<file path="config.mk">
export PLATFORM = sky130hd
export DESIGN_NAME = ovs_uart_rx
export DESIGN_NICKNAME = d
export VERILOG_FILES = /design/src/rtl/ovs_rx_pkg.sv /design/src/rtl/ovs_rx_sync.sv /design/src/rtl/ovs_rx_framer.sv /design/src/rtl/ovs_rx_status.sv /design/src/rtl/ovs_uart_rx.sv
export SDC_FILE = /design/constraint.sdc
export NUM_CORES = 1
export LEC_CHECK = 0
export ABC_CLOCK_PERIOD_IN_PS = 2000
export CAP_MARGIN = 15
export CORE_MARGIN = 2
export CORE_UTILIZATION = 55
export CTS_BUF_LIST = sky130_fd_sc_hd__clkbuf_4 sky130_fd_sc_hd__clkbuf_8
export CTS_CLUSTER_SIZE = 28
export DETAILED_ROUTE_END_ITERATION = 10
export GPL_TIMING_DRIVEN = 0
export PLACE_DENSITY_LB_ADDON = 0.05
export RECOVER_POWER = 50
export SLEW_MARGIN = 20
export SYNTH_ARGS = -nofsm -noshare
export SYNTH_HDL_FRONTEND = slang
export SYNTH_HIERARCHICAL = 1
export SYNTH_SLANG_ARGS = --single-unit
</file>
<file path="constraint.sdc">
create_clock -name clk -period 2 [get_ports clk]
set_input_delay 0.3 -clock clk [delete_from_list [all_inputs] [get_ports clk]]
set_output_delay 0.3 -clock clk [all_outputs]
set_load 0.02 [all_outputs]
</file>
<file path="src/rtl/ovs_rx_pkg.sv">
package ovs_rx_pkg;

  localparam int DATA_W  = 8;
  localparam int LEN_W   = 2;
  localparam int MIN_LEN = 5;

  localparam logic [1:0] PM_CHECK = 2'b00;
  localparam logic [1:0] PM_FORCE = 2'b01;
  localparam logic [1:0] PM_NONE  = 2'b10;
  localparam logic [1:0] PM_WAKE  = 2'b11;

  typedef enum logic [2:0] {
    S_IDLE,
    S_START,
    S_DATA,
    S_PAR,
    S_STOP,
    S_HALF,
    S_BRKW
  } rx_state_e;

  // Mask of the bits a character of the selected length may use.
  function automatic logic [DATA_W-1:0] len_mask(input logic [LEN_W-1:0] ls);
    logic [DATA_W-1:0] m;
    m = '1;
    return m >> (2'd3 - ls);
  endfunction

  // Expected level of the parity-position bit (unused data bits are zero).
  function automatic logic exp_par_bit(input logic [DATA_W-1:0] d,
                                       input logic [1:0] mode,
                                       input logic typ);
    if (mode == PM_FORCE) return typ;
    return (^d) ^ typ;
  endfunction

endpackage

</file>
<file path="src/rtl/ovs_rx_sync.sv">
module ovs_rx_sync #(
  parameter int STAGES = 2
) (
  input  logic clk,
  input  logic rst_n,
  input  logic rxd_i,
  input  logic tick_i,
  output logic line_o,
  output logic fall_o
);

  logic [STAGES-1:0] pipe_q;
  logic              prev_q;

  always_ff @(posedge clk or negedge rst_n) begin
    if (!rst_n) begin
      pipe_q <= '1;
      prev_q <= 1'b1;
    end else begin
      pipe_q <= {pipe_q[STAGES-2:0], rxd_i};
      if (tick_i) prev_q <= pipe_q[STAGES-1];
    end
  end

  assign line_o = pipe_q[STAGES-1];
  assign fall_o = tick_i & prev_q & ~line_o;

endmodule

</file>
<file path="src/rtl/ovs_rx_framer.sv">
module ovs_rx_framer
  import ovs_rx_pkg::*;
#(
  parameter int OSR = 16
) (
  input  logic              clk,
  input  logic              rst_n,
  input  logic              tick_i,
  input  logic              line_i,
  input  logic              fall_i,
  input  logic              run_i,
  input  logic              flush_i,
  input  logic [LEN_W-1:0]  len_sel_i,
  input  logic              has_par_i,
  output logic              done_o,
  output logic [DATA_W-1:0] data_o,
  output logic              par_o,
  output logic              stop_o
);

  localparam int CW = $clog2(OSR);
  localparam logic [CW-1:0] FULL_LAST = CW'(OSR - 1);
  localparam logic [CW-1:0] HALF_LAST = CW'(OSR / 2 - 1);
  localparam int IW = $clog2(DATA_W);

  rx_state_e         st_q;
  logic [CW-1:0]     cnt_q;
  logic [IW-1:0]     bidx_q;
  logic [DATA_W-1:0] sh_q;
  logic              par_q;
  logic              stop_q;
  logic [1:0]        hi_cnt_q;

  logic [IW-1:0] last_idx;
  logic          half_phase;
  logic          samp_evt;
  logic          start_reject;
  logic          zero_char;

  assign last_idx     = IW'(MIN_LEN - 1) + IW'(len_sel_i);
  assign half_phase   = (st_q == S_START) || (st_q == S_HALF);
  assign samp_evt     = tick_i && (cnt_q == (half_phase ? HALF_LAST : FULL_LAST));
  assign start_reject = (st_q == S_START) && samp_evt && line_i;
  assign zero_char    = (sh_q == '0) && !(has_par_i && par_q);

  always_ff @(posedge clk or negedge rst_n) begin
    if (!rst_n) begin
      st_q     <= S_IDLE;
      cnt_q    <= '0;
      bidx_q   <= '0;
      sh_q     <= '0;
      par_q    <= 1'b0;
      stop_q   <= 1'b1;
      hi_cnt_q <= '0;
      done_o   <= 1'b0;
    end else begin
      done_o <= 1'b0;
      if (flush_i || !run_i) begin
        st_q     <= S_IDLE;
        cnt_q    <= '0;
        bidx_q   <= '0;
        sh_q     <= '0;
        par_q    <= 1'b0;
        hi_cnt_q <= '0;
      end else if (tick_i) begin
        case (st_q)
          S_IDLE: begin
            if (fall_i) begin
              st_q  <= S_START;
              cnt_q <= '0;
            end
          end
          S_START: begin
            if (samp_evt) begin
              cnt_q <= '0;
              if (start_reject) begin
                st_q <= S_IDLE;
              end else begin
                st_q   <= S_DATA;
                bidx_q <= '0;
                sh_q   <= '0;
                par_q  <= 1'b0;
              end
            end else cnt_q <= cnt_q + CW'(1);
          end
          S_DATA: begin
            if (samp_evt) begin
              cnt_q        <= '0;
              sh_q[bidx_q] <= line_i;
              if (bidx_q == last_idx) st_q <= has_par_i ? S_PAR : S_STOP;
              else bidx_q <= bidx_q + IW'(1);
            end else cnt_q <= cnt_q + CW'(1);
          end
          S_PAR: begin
            if (samp_evt) begin
              cnt_q <= '0;
              par_q <= line_i;
              st_q  <= S_STOP;
            end else cnt_q <= cnt_q + CW'(1);
          end
          S_STOP: begin
            if (samp_evt) begin
              cnt_q  <= '0;
              stop_q <= line_i;
              done_o <= 1'b1;
              if (line_i) st_q <= S_IDLE;
              else if (zero_char) begin
                st_q     <= S_BRKW;
                hi_cnt_q <= '0;
              end else st_q <= S_HALF;
            end else cnt_q <= cnt_q + CW'(1);
          end
          S_HALF: begin
            if (samp_evt) begin
              cnt_q <= '0;
              st_q  <= line_i ? S_IDLE : S_START;
            end else cnt_q <= cnt_q + CW'(1);
          end
          S_BRKW: begin
            if (line_i) begin
              if (hi_cnt_q == 2'd1) st_q <= S_IDLE;
              hi_cnt_q <= hi_cnt_q + 2'd1;
            end else hi_cnt_q <= '0;
          end
          default: st_q <= S_IDLE;
        endcase
      end
    end
  end

  assign data_o = sh_q;
  assign par_o  = par_q;
  assign stop_o = stop_q;


  flush_idle_chk: assert property (@(posedge clk) disable iff (!rst_n)
    flush_i |=> st_q == S_IDLE);


  abort_idle_chk: assert property (@(posedge clk) disable iff (!rst_n)
    !run_i |=> st_q == S_IDLE);


  start_reject_chk: assert property (@(posedge clk) disable iff (!rst_n)
    start_reject |=> st_q == S_IDLE);


  done_pulse_chk: assert property (@(posedge clk) disable iff (!rst_n)
    done_o |=> !done_o);


  brk_hold_chk: assert property (@(posedge clk) disable iff (!rst_n)
    (st_q == S_BRKW) && tick_i && !line_i && run_i && !flush_i |=> st_q == S_BRKW);

endmodule

</file>
<file path="src/rtl/ovs_rx_status.sv">
module ovs_rx_status
  import ovs_rx_pkg::*;
(
  input  logic              clk,
  input  logic              rst_n,
  input  logic              done_i,
  input  logic [DATA_W-1:0] data_i,
  input  logic              par_i,
  input  logic              stop_i,
  input  logic [1:0]        par_mode_i,
  input  logic              par_type_i,
  input  logic              rx_en_i,
  output logic              q_wr_o,
  output logic [DATA_W-1:0] q_data_o,
  output logic              q_perr_o,
  output logic              q_ferr_o,
  output logic              q_brk_o
);

  logic is_wake, has_par, brk_w, perr_w, keep_w;

  always_comb begin
    is_wake = (par_mode_i == PM_WAKE);
    has_par = (par_mode_i != PM_NONE);
    brk_w   = !stop_i && (data_i == '0) && !(has_par && par_i);
    if (is_wake)      perr_w = par_i;
    else if (has_par) perr_w = par_i != exp_par_bit(data_i, par_mode_i, par_type_i);
    else              perr_w = 1'b0;
    keep_w  = !(is_wake && !rx_en_i && !par_i && !brk_w);
  end

  always_ff @(posedge clk or negedge rst_n) begin
    if (!rst_n) begin
      q_wr_o   <= 1'b0;
      q_data_o <= '0;
      q_perr_o <= 1'b0;
      q_ferr_o <= 1'b0;
      q_brk_o  <= 1'b0;
    end else begin
      q_wr_o <= done_i && keep_w;
      if (done_i && keep_w) begin
        q_data_o <= data_i;
        q_perr_o <= perr_w;
        q_ferr_o <= !stop_i;
        q_brk_o  <= brk_w;
      end
    end
  end


  brk_zero_chk: assert property (@(posedge clk) disable iff (!rst_n)
    q_wr_o && q_brk_o |-> (q_data_o == '0) && q_ferr_o);


  wake_drop_chk: assert property (@(posedge clk) disable iff (!rst_n)
    q_wr_o && $past(par_mode_i == PM_WAKE && !rx_en_i) |-> q_perr_o || q_brk_o);


  none_perr_chk: assert property (@(posedge clk) disable iff (!rst_n)
    q_wr_o && $past(par_mode_i == PM_NONE) |-> !q_perr_o);

endmodule

</file>
<file path="src/rtl/ovs_uart_rx.sv">
module ovs_uart_rx
  import ovs_rx_pkg::*;
#(
  parameter int OSR         = 16,
  parameter int SYNC_STAGES = 2
) (
  input  logic              clk,
  input  logic              rst_n,
  input  logic              rxd_i,
  input  logic              tick16_i,
  input  logic              rx_en_i,
  input  logic              rx_flush_i,
  input  logic [LEN_W-1:0]  len_sel_i,
  input  logic [1:0]        par_mode_i,
  input  logic              par_type_i,
  output logic              q_wr_o,
  output logic [DATA_W-1:0] q_data_o,
  output logic              q_perr_o,
  output logic              q_ferr_o,
  output logic              q_brk_o
);

  logic              line, fall_evt, run, has_par;
  logic              char_done, char_par, char_stop;
  logic [DATA_W-1:0] char_data;

  assign run     = rx_en_i || (par_mode_i == PM_WAKE);
  assign has_par = (par_mode_i != PM_NONE);

  ovs_rx_sync #(.STAGES(SYNC_STAGES)) u_sync (
    .clk    (clk),
    .rst_n  (rst_n),
    .rxd_i  (rxd_i),
    .tick_i (tick16_i),
    .line_o (line),
    .fall_o (fall_evt)
  );

  ovs_rx_framer #(.OSR(OSR)) u_framer (
    .clk       (clk),
    .rst_n     (rst_n),
    .tick_i    (tick16_i),
    .line_i    (line),
    .fall_i    (fall_evt),
    .run_i     (run),
    .flush_i   (rx_flush_i),
    .len_sel_i (len_sel_i),
    .has_par_i (has_par),
    .done_o    (char_done),
    .data_o    (char_data),
    .par_o     (char_par),
    .stop_o    (char_stop)
  );

  ovs_rx_status u_status (
    .clk        (clk),
    .rst_n      (rst_n),
    .done_i     (char_done),
    .data_i     (char_data),
    .par_i      (char_par),
    .stop_i     (char_stop),
    .par_mode_i (par_mode_i),
    .par_type_i (par_type_i),
    .rx_en_i    (rx_en_i),
    .q_wr_o     (q_wr_o),
    .q_data_o   (q_data_o),
    .q_perr_o   (q_perr_o),
    .q_ferr_o   (q_ferr_o),
    .q_brk_o    (q_brk_o)
  );


  upper_zero_chk: assert property (@(posedge clk) disable iff (!rst_n)
    q_wr_o |-> (q_data_o & ~len_mask(len_sel_i)) == '0);

endmodule

</file>
# [Yosys cells after proc, flatten, opt, wreduce, memory -nomap -nowiden]
# Cells that the tools add are included.
[totals] out_inout_bits=12 ff_bits=38 elab_cells=155 inputBits=11
[classes] mux=65 n_reduce_logical=38 eq_ne=26 add_sub_neg=4 magnitude_cmp=2 n_bitwise=5
[op_table] cell="$mux W3" n=19
[op_table] cell="$mux W8" n=5
[op_table] cell="$pmux W3 S7" n=1
[op_table] cell="$mux W1" n=20
[op_table] cell="$mux W4" n=5
[op_table] cell="$ne A3 B1 Y1 const B" n=6
[op_table] cell="$ne A3 B2 Y1 const B" n=6
[op_table] cell="$mux W2" n=8
[op_table] cell="$pmux W8 S2" n=1
[op_table] cell="$reduce_and A5 Y1" n=3
[op_table] cell="$logic_and A1 B1 Y1" n=12
[op_table] cell="$reduce_bool A3 Y1" n=4
[op_table] cell="$reduce_and A10 Y1" n=1
[op_table] cell="$eq A3 B3 Y1 const B" n=3
[op_table] cell="$bwmux W8" n=1
[op_table] cell="$logic_not A8 Y1" n=1
[op_table] cell="$pmux W4 S2" n=1
[op_table] cell="$reduce_xor A8 Y1" n=1
[op_table] cell="$logic_not A1 Y1" n=7
[op_table] cell="$eq A3 B2 Y1 const B" n=2
[op_table] cell="$pmux W3 S2" n=1
[op_table] cell="$reduce_and A6 Y1" n=1
[op_table] cell="$reduce_or A5 Y1" n=1
[op_table] cell="$add A4 B1 Y4 const B" n=1
[op_table] cell="other kinds (24)" n=29

# [Logic depth before layout (Yosys ltp)]
# Gate-level depths: netlist of run 1.
[depth] word_depth=12 depth_mapped=7 ltp_nobuf=7

# [By module]
# Netlist of run 1, hierarchy kept.
[modules_own_cells] mod="ovs_rx_framer" n_inst=1 seq_area_each_um2=576.8 cells_each=161 area_each_um2=1512.7
[modules_own_cells] mod="ovs_rx_status" n_inst=1 seq_area_each_um2=300.3 cells_each=57 area_each_um2=688.2
[modules_own_cells] mod="ovs_rx_sync" n_inst=1 seq_area_each_um2=78.8 cells_each=5 area_each_um2=103.8
[modules_own_cells] mod="ovs_uart_rx" n_inst=1 seq_area_each_um2=0.0 cells_each=2 area_each_um2=13.8

# [Least setup slack after synthesis of run 1]
# No wires, ideal clock.
[synth_timing] path_type="reg-to-reg" from="register u_framer.cnt_q[0]" to="register u_framer.bidx_q[1]" path_buffers=1 stages_incl_launch_ff=7 setup_ns=0.122 arrival_ns=1.575 required_time_ns=1.878 setup_slack_ns=0.303 synth_period_minus_slack_ns=1.697 path_cell_list="dfrtp_1 > ha_1 > nand4b_1 > o31ai_4 > buf_4 > o21ai_0 > a32o_1"
[synth_via] elab_chain_len=6 elab_cells_between_ends=8 cone_classes="eq/ne (4); reduce/logical (4)"
[synth_lines] item="start, declared" line_no="ovs_rx_framer.sv:27" text="logic [CW-1:0] cnt_q;"
[synth_lines] item="start signal, assigned" line_no="ovs_rx_framer.sv:84" text="end else cnt_q <= cnt_q + CW'(1);"
[synth_lines] item="start signal, assigned" line_no="ovs_rx_framer.sv:92" text="end else cnt_q <= cnt_q + CW'(1);"
[synth_lines] item="start signal, assigned" line_no="ovs_rx_framer.sv:99" text="end else cnt_q <= cnt_q + CW'(1);"
[synth_lines] item="$eq A4 B4 Y1 *" line_no="ovs_rx_framer.sv:42" text="assign samp_evt = tick_i && (cnt_q == (half_phase ? HALF_LAST : FULL_LAST));"
[synth_lines] item="$logic_and A1 B1 Y1 *" line_no="ovs_rx_framer.sv:42"
[synth_lines] item="$logic_and A1 B1 Y1 (2 in series)" line_no="ovs_rx_framer.sv:43" text="assign start_reject = (st_q == S_START) && samp_evt && line_i;"
[synth_lines] item="$ne A3 B3 Y1 (no source line)"
[synth_lines] item="$reduce_and A6 Y1 (no source line) *"
[synth_lines] item="end signal, assigned" line_no="ovs_rx_framer.sv:91" text="else bidx_q <= bidx_q + IW'(1);"
[synth_lines] item="end, declared" line_no="ovs_rx_framer.sv:28" text="logic [IW-1:0] bidx_q;"
# Every way passes the cells marked *; elsewhere a longest branch is shown, timed or not.
# A chain may end at the register's enable or synchronous reset.

# [Final worst setup path of run 1]
# Same ends and word-level chain as after synthesis.

==> summary.txt, run 1 <==
Timing
  • Final hold violation count: 0
  • Setup slack after layout: ~0.11 ns
  • Clk_skew: about 0.0083 ns
  • Final period util: 94.5%
  • Final setup vio count: 0
  • Sum Neg Setup Slack: 0 ns
  • Relative slew slack: a little under three fifths
  • RSZ-0062 raised after global routing: false
  • Period minus WS final: 1.89 ns
  • Fmax: 0.529 GHz
  • Slew Viols, Final: 0
  • Worst-Margin Slew: 0.654 ns

Status
  • Status: finished, final reports clean

Synthesis
  • Yosys Warn Count: 6
  • Synth top area share: a little under two fifths
  • Syn Nets: 243
  • Cell taking the most area after synthesis: dfrtp_1
  • Post-Syn Area: 2320 µm²
  • Synth Flop Type: dfrtp_1
  • Yosys reg bits: 38
  • Number of flops mapped to enable cells by yosys: 0
  • Synth cell count leaders: dfrtp_1, nand2_1, inv_1
  • Cell with the most instances after synthesis: dfrtp_1
  • Synth Instances: 225
  • Largest cells by area after synthesis: dfrtp_1, mux2_4, dfstp_2
  • Distinct cells, synth: 62
  • Syn avg cell area: 10.3 µm²
  • Ys async rst share: 100%
  • Register area share after synthesis: 41.2%

Routing
  • WL final: 4660 µm
  • Via density: slightly below 6
  • Pre-Repair DR Iteration Count: 5
  • DRC: 0
  • Via Count: 1,814
  • Post-DRT Antenna Nets: 0
  • WL/cell: 15.1 µm
  • 1st-iter DRT viols: 79

Worst hold path
  • Hold Crit Class: flip-flop to flip-flop

Cells and area
  • Antenna diodes: 0
  • Final core occ: 67.6%
  • Fin area: approximately 2700 µm²
  • Final net count: 275
  • Layout Area Growth over Synthesis: 17.4%
  • Layout cells sized above 1: 17.1%

Place
  • Final RePlAce weighted congestion: between 0.9 and 1
  • Post-DP HPWL: 3510 µm
  • Number of port buffers: 22
  • Placed cell areas: 2620 µm²
  • Pre-CTS setup slack: -0.351 ns

Floorplan
  • Starting Density: 57.5%
  • Core area: 4030 µm²
  • Die ar.: about 4800 µm²
  • Die Height: 68.9 µm
  • Num ports: 23
  • DIE WIDTH: between 60 and 70 µm
  • # rows: 23

Clocking
  • Clk buf depth: 2
  • CTS tree: yes
  • Worst skew pair latency: 0.29 ns
  • Reg clk slew, reported paths: 0.07 ns
  • CTS root buf: clkbuf_8
  • Num Clock Sinks: 38
  • CTS Buf Count: 5
  • H-tree lvl count: 2

GRT
  • Initial antenna violation count: 0
  • GR Overflow Total: 0
  • GRT Overall Usage: between 20% and 30%
  • Largest net degree at the start of global routing: 28
  • Vias in the first global route: approximately 1.7k
  • Global-route wire length before repair: 7870 µm

Critical path
  • Setup CP Type: flip-flop to flip-flop
  • CP cell instances: ha_1, nand4b_1, o31ai_4, buf_4, o21ai_0, a32o_1
  • CP Max Fanout: 10
  • WP data required: 2.18 ns
  • Crit path largest cell delay: about 0.38 ns
  • Setup crit end kind: flip-flop
  • Slowest cell on crit path: dfrtp_1
  • WP data arrival: 2.07 ns
  • Worst Setup Start Kind: flip-flop

Power
  • Peak supply drop: 328 µV
  • Power per cell area: between 500 and 600 nW/µm²
  • Leak Pwr: between 1 and 1.5 nW

Job
  • Number of max-cap violations: 0
flip-flops by register name (all words and copies together), names as in the netlist, 2 cells and up:
name,flops
u_framer/cnt_q,4
u_status/q_data_o,8
u_framer/data_o,8
u_framer/bidx_q,3
u_sync/pipe_q,2
u_framer/st_q,3
u_framer/hi_cnt_q,2
layer usage:
metal	share of wire (%)	GRT usage [%]	vias up
met5	0	0	-
met3	3.6	4.87	9
met4	1.4	6.86	0
met1	46	28.4	877
li1	-	-	892
met2	49	38.1	36
layout make-up:
type / count / area, µm²
plain buffers: 9 / 40.0
clock buffers: 8 / 97.6
fillers: 336 / 1310
inverters: 16 / 60.1
multi-input cells: 162 / 1270
flip-flops and latches: 38 / 956
well taps: 50 / 62.6
repair buffers: 25 / 239
cells by family (layout without fill, tap and decap cells):
group,Yosys count,after routing,share of synthesized area (%)
AOI/OAI and AO/OA,44,44,15.6
xor gates and xnor gates,7,7,3.45
adders and majority gates,7,7,3.78
buffers and inverters,25,58,4.26
DFF,38,38,41.2
muxes,20,20,10.6
and+or+nand+nor,84,84,21.0
critical path: cells and delay by family, from the launching register on:
family | cells | cell delay (ns)
AOI/OAI and AO/OA | 3 | 0.70
adders and majority gates | 1 | 0.26
buffers and inverters | 1 | 0.22
DFF | 1 | 0.38
and+or+nand+nor | 1 | 0.22
cell usage in the layout, fill, tap and decap left out, drive strengths merged, types with 6 or more instances in the layout:
cell            n
dfrtp          34
mux2i          10
mux2           10
nand2b          6
ha              7
clkdlybuf4s50  19
nor2           12
nor3            9
nand2          21
inv            16
o21ai           7
xnor2           6
clkbuf         15
nand3          10
report_power, final:
group          internal, W  switching (W)
sequential        0.000778     0.00000537
combinational    0.0000482      0.0000730
clock             0.000308       0.000249
total              0.00113       0.000328
through the flow:
step / power [W] / hold slack [ns] / instances
floorplan: 0.000857 / 0.00441 / 225
global placement: 0.000915 / 0.350 / 297
detailed placement: 0.000920 / 0.196 / 298
CTS: 0.00149 / 0.363 / 308
global route: 0.00153 / 0.365 / 308
finish: 0.00146 / 0.361 / 308
path summary, 6_finish.rpt:
path / depth (start not counted) / endpoint / slack (ns) / startpoint
setup / recovery: 6 / u_framer/bidx_q[1] / 0.11 / u_framer/cnt_q[0]
hold / removal: 0 / u_sync/pipe_q[1] / 0.36 / u_sync/pipe_q[0]
setup reg to reg: 6 / u_framer/bidx_q[1] / 0.11 / u_framer/cnt_q[0]
hold reg to reg: 0 / u_sync/pipe_q[1] / 0.36 / u_sync/pipe_q[0]
max in group asynchronous: 3 / u_framer/cnt_q[0] / 0.42 / rst_n
min in group asynchronous: 2 / u_status/q_data_o[6] / 0.52 / rst_n
repair_timing:
action | CTS | global route
hold buffers | 1 | 0
endpoints found under the setup margin | 9 | 9
pin swaps | 1 | 1
hold endpoints to repair | 11 | 0
gates resized for setup | 1 | 6
buffers inserted | 1 | 0
No activity file was read; power rests on OpenSTA's default activity.
==> inputs of run 2 (changes only) <==
Settings changed: SKIP_LAST_GASP set to 1, TNS_END_PERCENT set to 100.
==> summary.txt, run 2 (synthesized netlist as in run 1, its figures left out) <==
Status
  • Status: finished, final reports clean

Worst hold path
  • Hold Path Stages: 0 (unchanged)
  • Hold wc startpoint: u_sync/pipe_q[0]
  • Worst Hold Endpoint: u_sync/pipe_q[1]
  • Hold Crit Class: flip-flop to flip-flop

Critical path
  • CP cell instances: ha_1, nand4b_1, o31ai_4, buf_4, o21ai_0, a32o_1
  • WP data required: 2.18 ns (about the same)
  • Setup crit end kind: flip-flop
  • Slowest cell on crit path: dfrtp_1
  • Crit-path leading delay family: compound AO/OA/AOI/OAI gates
  • Worst r2r dst: u_framer/bidx_q[1]
  • Worst path buffer plus inverter count: 1 (unchanged)
  • Worst Setup Start Kind: flip-flop
  • WP data arrival: 2.06 ns (about the same)
  • Setup CP Type: flip-flop to flip-flop
  • CP Max Fanout: 10 (unchanged)
  • Crit path largest cell delay: 0.38 ns (about the same)
  • Reg2reg setup slack: 0.11 ns (about the same)
  • R2R cell count: 6 (unchanged)
  • Worst r2r src: u_framer/cnt_q[0]

Floorplan
  • Die Height: 68.9 µm (unchanged)
  • Die ar.: 4750 µm² (unchanged)
  • Starting Density: 57.5% (unchanged)
  • DIE WIDTH: 68.9 µm (unchanged)
  • Core area: 4030 µm² (unchanged)
  • # rows: 23 (unchanged)
  • Num ports: 23 (unchanged)

Routing
  • Max layer used: met4
  • Post-DRT Antenna Nets: 0 (unchanged)
  • Via Count: 1,820 (+0.33%)
  • DRC: 0 (unchanged)
  • Pre-Repair DR Iteration Count: 4 (-1)
  • 1st-iter DRT viols: 85 (+7.6%)
  • Met2 wire length: 2290 µm (+0.35%)
  • Wl on met1: 2090 µm (-2.6%)
  • WL/cell: 15.1 µm (-0.51%)
  • WL final: 4640 µm (-0.51%)
  • Routed length on met3: 189 µm (+13%)
  • Via density: 5.91 (+0.33%)

Job
  • Number of max-cap violations: 0 (unchanged)

Clocking
  • CTS root buf: clkbuf_8
  • CTS Buf Count: 5 (unchanged)
  • Num Clock Sinks: 38 (unchanged)
  • CTS tree: yes
  • Clk buf depth: 2 (unchanged)
  • Worst skew pair latency: 0.29 ns (about the same)
  • Reg clk slew, reported paths: 0.07 ns (about the same)
  • H-tree lvl count: 2 (unchanged)

Place
  • Dpl cells: 298 (unchanged)
  • Final RePlAce weighted congestion: 0.954 (unchanged)
  • Pre-CTS setup slack: -0.351 ns (unchanged)
  • Placed cell areas: 2620 µm² (unchanged)
  • Post-DP HPWL: 3510 µm (unchanged)
  • Number of port buffers: 22 (unchanged)

Timing
  • Final period util: 94.4% (about the same)
  • Clk_skew: 0.00830 ns (+0.0000132 ns)
  • Final hold violation count: 0 (unchanged)
  • Setup slack after layout: 0.111 ns (+0.000840 ns)
  • RSZ-0062 raised after global routing: true
  • Period minus WS final: 1.89 ns (-0.000840 ns)
  • Slew Viols, Final: 0 (unchanged)
  • Relative slew slack: 56.4% (about the same)
  • Final setup vio count: 0 (unchanged)
  • Fmax: 0.529 GHz (about the same)
  • Worst-Margin Slew: 0.654 ns (+0.000211 ns)

GRT
  • GR Overflow Total: 0 (unchanged)
  • GRT Overall Usage: 22.4% (unchanged)
  • Largest net degree at the start of global routing: 28 (unchanged)
  • Global-route wire length before repair: 7870 µm (unchanged)
  • Initial antenna violation count: 0 (unchanged)
  • Vias in the first global route: 1,673 (unchanged)

Cells and area
  • Most common cell after layout, fill and taps aside: dfrtp_1
  • Most frequent cells in the layout: dfrtp_1, nand2_1, clkdlybuf4s50_1, inv_1, nor2_1
  • Layout Area Growth over Synthesis: 18.0%
  • Finished Layout Cells: 308 (unchanged)
  • Layout cells sized above 1: 17.4% (+0.39 points)
  • Total of fill cells in the finished design: 336 (unchanged)
  • Seq. cell area: 956 µm² (unchanged)
  • Area of the multi-input gates: 1280 µm² (+1.1%)
  • Antenna diodes: 0 (unchanged)
  • Fin area: 2740 µm² (+0.51%)
  • Final net count: 275 (unchanged)

Power
  • Peak supply drop: 328 µV (about the same)
  • Leak Pwr: 1.17 nW (about the same)
  • Power per cell area: 534 nW/µm² (-0.47%)
run 2: cell counts in the layout (fill, tap and decap cells not counted):
Identical to the previous run, type by type.
run 2: how the worst max path moves through the flow:
stage / from / endpoint / slack, ns / cells after the start
floorplan: u_framer/cnt_q[0] / u_framer/bidx_q[1] / 0.30 / 6
global placement: par_mode_i[1] / u_framer/data_o[3] / -0.33 / 8
detailed placement: par_mode_i[1] / u_framer/data_o[6] / -0.35 / 8
CTS: par_mode_i[1] / u_framer/st_q[1] / 0.02 / 7
global route: u_framer/cnt_q[0] / u_framer/bidx_q[1] / 0.009 / 6
finish: u_framer/cnt_q[0] / u_framer/bidx_q[1] / 0.11 / 6
run 2: layout make-up:
| type | count | area share [%] |
|---|---|---|
| Multi-Input combinational cell | 162 | 46.8 |
| Sequential cell | 38 | 34.9 |
| Timing Repair Buffer | 25 | 8.73 |
| Clock buffer | 8 | 3.57 |
| Tap cell | 50 | 2.29 |
| Inverter | 16 | 2.19 |
| Buffer | 9 | 1.46 |
run 2: metrics by stage:
step                      utilization [%]  hold slack, ns  TNS [ns]  total power, W
final                                67.9           0.361         0         0.00146
after global routing                 67.9           0.365         0         0.00153
after CTS                            67.8           0.363         0         0.00149
after detailed placement             64.9           0.196     -5.81        0.000920
after global placement               64.6           0.350    -13.38        0.000915
after floorplan                         -         0.00441         0        0.000857
run 2: power breakdown:
group	internal [W]	total [W]	switching, W
Combinational	0.0000482	0.000122	0.0000737
Sequential	0.000778	0.000783	0.00000536
Clock	0.000308	0.000557	0.000249
run 2: per-layer routing:
layer | vias to the layer above | track usage [%]
met4 | 0 | 6.86
met2 | 35 | 38.1
met3 | 9 | 4.87
li1 | 891 | -
met1 | 885 | 28.4
met5 | - | 0
run 2: what timing repair did:
item,CTS,global route
hold endpoints to repair,11,0
setup buffers,1,0
setup endpoints to repair,9,9
hold buffers,1,0
pin swaps,1,0
gates cloned,0,0
gates resized for setup,1,6
run 2: worst reg2reg max path, cell delays in order, from the launching register on:
cell,delay [ns]
dfrtp_1,0.38
ha_1,0.26
nand4b_1,0.22
o31ai_4,0.33
buf_4,0.22
o21ai_0,0.14
a32o_1,0.23
